--- src/rtl/dcd_pkg.sv ---
package dcd_pkg;

  typedef enum logic [2:0] {
    CYC_IDLE     = 3'd0,
    CYC_RAS_ONLY = 3'd1,
    CYC_ACCESS   = 3'd2,
    CYC_CBR      = 3'd3,
    CYC_CBR_WAIT = 3'd4,
    CYC_CTEST    = 3'd5
  } cycle_e;

  // strobes from the sequencer to the address datapath
  typedef struct packed {
    logic loadRowExt;
    logic loadRowCnt;
    logic loadCol;
    logic setTopBit;
  } strobe_t;

endpackage

--- src/rtl/dcd_control.sv ---
module dcd_control
  import dcd_pkg::*;
#(
  parameter int SETUP_CYC = 4
) (
  input  logic    clk,
  input  logic    rstN,
  input  logic    rasN,
  input  logic    casN,
  output cycle_e  state,
  output logic    outEnable,
  output strobe_t stb
);

  localparam int LEAD_W = $clog2(SETUP_CYC + 1);

  logic rasPrev, casPrev;
  logic [LEAD_W-1:0] leadCnt;
  cycle_e nextState;

  logic rasFall, casFall, casRise, leadOk;

  assign rasFall = !rasN && rasPrev;
  assign casFall = !casN && casPrev;
  assign casRise = casN && !casPrev;
  assign leadOk  = (leadCnt >= LEAD_W'(SETUP_CYC));

  always_comb begin
    nextState = state;
    stb = '0;
    if (rasN) begin
      nextState = CYC_IDLE;
    end else begin
      case (state)
        CYC_IDLE: begin
          if (rasFall) begin
            if (casN) begin
              nextState = CYC_RAS_ONLY;
              stb.loadRowExt = 1'b1;
            end else if (leadOk) begin
              nextState = CYC_CBR;
              stb.loadRowCnt = 1'b1;
            end else begin
              nextState = CYC_ACCESS;
              stb.loadRowExt = 1'b1;
              stb.loadCol = 1'b1;
            end
          end
        end
        CYC_RAS_ONLY, CYC_ACCESS: begin
          if (casFall) begin
            nextState = CYC_ACCESS;
            stb.loadCol = 1'b1;
          end
        end
        CYC_CBR: begin
          if (casRise) nextState = CYC_CBR_WAIT;
        end
        CYC_CBR_WAIT: begin
          if (casFall) begin
            nextState = CYC_CTEST;
            stb.loadCol = 1'b1;
            stb.setTopBit = 1'b1;
          end
        end
        CYC_CTEST: begin
          if (casFall) stb.loadCol = 1'b1;
        end
        default: nextState = CYC_IDLE;
      endcase
    end
  end

  always_ff @(posedge clk or negedge rstN) begin
    if (!rstN) begin
      state     <= CYC_IDLE;
      rasPrev   <= 1'b1;
      casPrev   <= 1'b1;
      leadCnt   <= '0;
      outEnable <= 1'b0;
    end else begin
      state   <= nextState;
      rasPrev <= rasN;
      casPrev <= casN;
      if (casN) leadCnt <= '0;
      else if (!leadOk) leadCnt <= leadCnt + 1'b1;
      if (casN) outEnable <= 1'b0;
      else if (stb.loadCol) outEnable <= 1'b1;
    end
  end

  // row-only cycle keeps the output off
  assert_ronly_hiz_R2: assert property (@(posedge clk) disable iff (!rstN)
    (rasFall && casN) |=> (state == CYC_RAS_ONLY && !outEnable));

  // row strobe high returns to idle
  assert_idle_on_ras_high_R10: assert property (@(posedge clk) disable iff (!rstN)
    rasN |=> (state == CYC_IDLE));

  // column strobe high turns the output off
  assert_oe_drop_R11: assert property (@(posedge clk) disable iff (!rstN)
    casN |=> !outEnable);

  // second column fall in a pending test enters counter test
  assert_ctest_entry_R9: assert property (@(posedge clk) disable iff (!rstN)
    (state == CYC_CBR_WAIT && !rasN && casFall) |=> (state == CYC_CTEST && outEnable));

  // column rise during counter refresh arms the test
  assert_ctest_arm_R8: assert property (@(posedge clk) disable iff (!rstN)
    (state == CYC_CBR && !rasN && casRise) |=> (state == CYC_CBR_WAIT));

endmodule

--- src/rtl/dcd_datapath.sv ---
module dcd_datapath
  import dcd_pkg::*;
#(
  parameter int ROW_BITS = 9,
  localparam int ADDR_W = ROW_BITS + 1
) (
  input  logic              clk,
  input  logic              rstN,
  input  logic [ADDR_W-1:0] addrIn,
  input  strobe_t           stb,
  output logic [ADDR_W-1:0] rowAddr,
  output logic [ADDR_W-1:0] colAddr
);

  logic [ROW_BITS-1:0] refCnt;

  always_ff @(posedge clk or negedge rstN) begin
    if (!rstN) begin
      refCnt  <= '0;
      rowAddr <= '0;
      colAddr <= '0;
    end else begin
      if (stb.loadRowCnt) begin
        rowAddr <= {1'b0, refCnt};
        refCnt  <= refCnt + ROW_BITS'(1);
      end else if (stb.loadRowExt) begin
        rowAddr <= addrIn;
      end else if (stb.setTopBit) begin
        rowAddr <= {1'b1, rowAddr[ROW_BITS-1:0]};
      end
      if (stb.loadCol) colAddr <= addrIn;
    end
  end

  // counter refresh row comes from the counter, top bit clear
  assert_cbr_row_R4: assert property (@(posedge clk) disable iff (!rstN)
    stb.loadRowCnt |=> (rowAddr == {1'b0, $past(refCnt)}));

  // counter test forces the top row bit and keeps the low bits
  assert_top_bit_R9: assert property (@(posedge clk) disable iff (!rstN)
    stb.setTopBit |=> (rowAddr[ADDR_W-1] && rowAddr[ROW_BITS-1:0] == $past(rowAddr[ROW_BITS-1:0])));

endmodule

--- src/rtl/dram_cycle_decoder.sv ---
module dram_cycle_decoder
  import dcd_pkg::*;
#(
  parameter int ROW_BITS = 9,
  parameter int SETUP_CYC = 4,
  localparam int ADDR_W = ROW_BITS + 1
) (
  input  logic              clk,
  input  logic              rstN,
  input  logic              rasN,
  input  logic              casN,
  input  logic [ADDR_W-1:0] addrIn,
  output logic [ADDR_W-1:0] rowAddr,
  output logic [ADDR_W-1:0] colAddr,
  output logic [2:0]        cycleType,
  output logic              outEnable
);

  cycle_e  state;
  strobe_t stb;

  dcd_control #(.SETUP_CYC(SETUP_CYC)) u_ctrl (
    .clk(clk), .rstN(rstN), .rasN(rasN), .casN(casN),
    .state(state), .outEnable(outEnable), .stb(stb)
  );

  dcd_datapath #(.ROW_BITS(ROW_BITS)) u_path (
    .clk(clk), .rstN(rstN), .addrIn(addrIn), .stb(stb),
    .rowAddr(rowAddr), .colAddr(colAddr)
  );

  assign cycleType = state;

endmodule

--- config.mk ---
export PLATFORM = sky130hd
export DESIGN_NAME = dram_cycle_decoder
export DESIGN_NICKNAME = d
export VERILOG_FILES = /design/src/rtl/dcd_pkg.sv /design/src/rtl/dcd_control.sv /design/src/rtl/dcd_datapath.sv /design/src/rtl/dram_cycle_decoder.sv
export SDC_FILE = /design/constraint.sdc
export NUM_CORES = 1
export LEC_CHECK = 0
export CORE_ASPECT_RATIO = 1.1
export CORE_MARGIN = 1
export CORE_UTILIZATION = 45
export CTS_CLUSTER_SIZE = 20
export DETAILED_ROUTE_END_ITERATION = 16
export GPL_TIMING_DRIVEN = 0
export PLACE_DENSITY_LB_ADDON = 0.15
export SLEW_MARGIN = 20
export SYNTH_ARGS = -nofsm -noshare
export SYNTH_HDL_FRONTEND = slang
export SYNTH_SLANG_ARGS = --single-unit
export TNS_END_PERCENT = 50
--- constraint.sdc ---
create_clock -name clk -period 1.6 [get_ports clk]
set_input_delay 0.16 -clock clk [delete_from_list [all_inputs] [get_ports clk]]
set_output_delay 0.16 -clock clk [all_outputs]
set_load 0.005 [all_outputs]
==> results.sh, run 1 <==
export IMPL_cp_slowest_stage_delay_ns=0.56
export IMPL_power_leakage_nw=1.16
export IMPL_stdcell_count=255
export IMPL_critPathMaxFanout=6
export IMPL_path_buf_inv=1
export IMPL_worstPathRequired_ns=1.82
export IMPL_ir_drop_mv=0.747
export IMPL_clock_latency_ns=0.29
export IMPL_die_h_microns=67.0
export IMPL_ios=38
export IMPL_grt_max_degree=21
export IMPL_mostFrequentLayoutCells="clkdlybuf4s50_1 (36), dfrtp_1 (34), o21ai_0 (13), mux2_4 (11), nand2_1 (11)"
export IMPL_ys_warn_count=0
export IMPL_multi_input_area_sq_um=830
export IMPL_hold_ws_ns=0.396
export IMPL_num_vias=1330
export IMPL_max_slew_worst_pin_slew_ns=0.557
export IMPL_cts_buffer_depth=2
export IMPL_cp_end_kind="flop"
export IMPL_period_needed_ns=1.77
export IMPL_seq_area_frac_synth_pct=55.1
export IMPL_area_delta_synth_final_pct=43.5
export IMPL_status="finished with violations"
export IMPL_finalNetCount=220
export IMPL_syn_avg_cell_area_sq_um=11.7
export IMPL_clkSinkCount=38
export IMPL_min_path_type="in2async"
export IMPL_dieArea_sq_um=4100
export IMPL_ys_ff_latch=38
export IMPL_routed_wl_microns=4050
export IMPL_path_cells="buf_6 -> or4b_4 -> nor2_4 -> and4_1 -> xor2_1"
export IMPL_cp_arrival_ns=1.99
export IMPL_place_gp_congestion=0.814
export IMPL_stdcell_area_sq_um=2480
export IMPL_fillers=303
export IMPL_cp_depth=5
export IMPL_cts_root_buf="clkbuf_8"
export IMPL_fin_util_pct=67.9
export IMPL_path_delay_family="simple AND/OR/NAND/NOR gates"
export IMPL_antenna_found_initial=0
export IMPL_seqCellArea_sq_um=956
export IMPL_rows=23
export IMPL_drc=0
export IMPL_post_dp_hpwl_microns=2510
export IMPL_cts_tree="done"
export IMPL_place_ws_ns=-0.524
export IMPL_grt_pass1_wl_microns=6170
export IMPL_die_w_microns=61.1
export IMPL_syn_inst=148
export IMPL_ys_types=35
export IMPL_postSynth_asyncResetShare_pct=100
export IMPL_finalClockSkew_ns=0.00556
export IMPL_start_util_pct=47.3
export IMPL_dr_pass1_iters=4
export IMPL_mostFrequentLayoutCell="clkdlybuf4s50_1"
export IMPL_dp_cells=236
export IMPL_max_cap_violations=0
export IMPL_core_sq_um=3650
export IMPL_grt_use_total_pct=21.2
export IMPL_drtIter0Drc=40
export IMPL_grt_pass1_vias=1328
export IMPL_cts_clk_slew_worst_paths_ns=0.07
export IMPL_slew_headroom_pct=62.9
export IMPL_worstSetupStartpointType="flop"
export IMPL_setup_viol=20
export IMPL_fmax_ghz=0.567
export IMPL_p_total_mw=2.69
export IMPL_power_density_nw_per_um2=1080
export IMPL_syn_area_sq_um=1730
export IMPL_setup_ws_ns=-0.165
export IMPL_worst_path_max_delay_cell="or4b_4"
export IMPL_fin_crit_sh_pct=110
export IMPL_port_buffers=37
export IMPL_tns_ns=-2.50
export IMPL_r2r_cells=5
export IMPL_drv_slew=0
export IMPL_n_antenna_cell=0
export IMPL_vias_per_cell=5.22
export IMPL_wire_per_inst_microns=15.9
export IMPL_synth_flop_cell="dfrtp_1"
export IMPL_postRouteAntennaNets=0
export IMPL_numCtsBuffers=5
export IMPL_violations="negative setup slack"
export IMPL_report_final_hold_viol_count=0
export IMPL_grt_overflow=0
export IMPL_post_dp_cell_area_sq_um=2190
export IMPL_critical_path_class="reg2reg"
export IMPL_synth_nets=164
export IMPL_drive_above_1_share_pct=23.4
export IMPL_synth_edf_count=0
export IMPL_rsz0062_at_grt="yes"
export IMPL_cts_htree_levels=2
[worst register-to-register path, stage by stage, from the launching register on]
cell and delay, ns:
dfrtp_2 0.44, buf_6 0.14, or4b_4 0.56, nor2_4 0.19, and4_1 0.22, xor2_1 0.14
[final timing paths]
check	start	endpoint	slack (ns)
min reg2reg	u_path.refCnt[8]$_DFFE_PN0P_	u_path.refCnt[8]$_DFFE_PN0P_	0.47
max in group asynchronous	rstN	u_ctrl.rasPrev$_DFF_PN1_	0.66
max	u_ctrl.state[1]$_DFFE_PN0P_	u_path.refCnt[3]$_DFFE_PN0P_	-0.17
min in group clk	casN	u_ctrl.casPrev$_DFF_PN1_	0.47
min	rstN	u_path.colAddr[3]$_DFFE_PN0P_	0.40
max reg2reg	u_ctrl.state[1]$_DFFE_PN0P_	u_path.refCnt[3]$_DFFE_PN0P_	-0.17
[what timing repair did]
action,in CTS,in global routing
hold buffers,1,0
pin swaps,11,8
setup buffers,9,2
gates resized for setup,17,12
setup endpoints to repair,29,32
hold endpoints to repair,19,0
[logic make-up after synthesis]
family / count (synthesis) / share of synthesized area (%)
compound gates: 25 / 8.97
xor+xnor: 9 / 4.56
fa+ha+maj: 2 / 1.45
buf+inv: 11 / 2.75
flops: 38 / 55.1
mux: 20 / 12.4
simple gates: 43 / 14.8
[routing by layer]
metal	GRT usage, %	vias to the layer above	part of all wire [%]
li1	-	637	-
met1	26.3	647	41
met2	34.6	41	53
met3	5.63	5	4.4
met4	8.24	0	1.4
met5	0	-	0
[cell type report]
cell class                 instances  area share (%)
sequential                        38            38.5
buffer                             7            1.86
clock buffer                       8            3.23
tap                               50            2.52
inverter                           3           0.454
multi-input combinational         99            33.4
timing repair buffer              50            20.0
[registers in the layout, indices dropped and copies added, names as in the netlist]
register and cells:
u_path.rowAddr 10, u_ctrl.casPrev 1, u_ctrl.rasPrev 1, u_path.refCnt 9, u_ctrl.outEnable 1, u_ctrl.leadCnt 3, u_path.colAddr 10, u_ctrl.state 3
[synth_stat cells, drive strengths merged, types with 3 or more instances]
cell type	n	area share (%)
a21oi	6	1.7
buf	3	1.0
clkbuf	5	1.1
dfrtp	36	52
inv	3	0.65
mux2	11	7.2
mux2i	9	5.2
nand2	11	2.4
nand2b	3	1.2
nand4	4	1.4
nor2	10	2.6
nor4	3	1.1
o21ai	13	3.8
xnor2	3	1.5
xor2	6	3.0
[where the power goes]
part           switching (mW)  internal, mW
logic                   0.275         0.531
registers               0.115          1.14
clock network           0.312         0.309
total                   0.702          1.98
Note: power is estimated with default switching activity, not from simulation.
==> inputs of run 2 (changes only) <==
Settings changed: GPL_ROUTABILITY_DRIVEN set to 0.
==> results of run 2 <==
Same layout as run 1: the final DEF is identical, and so are final timing and power.
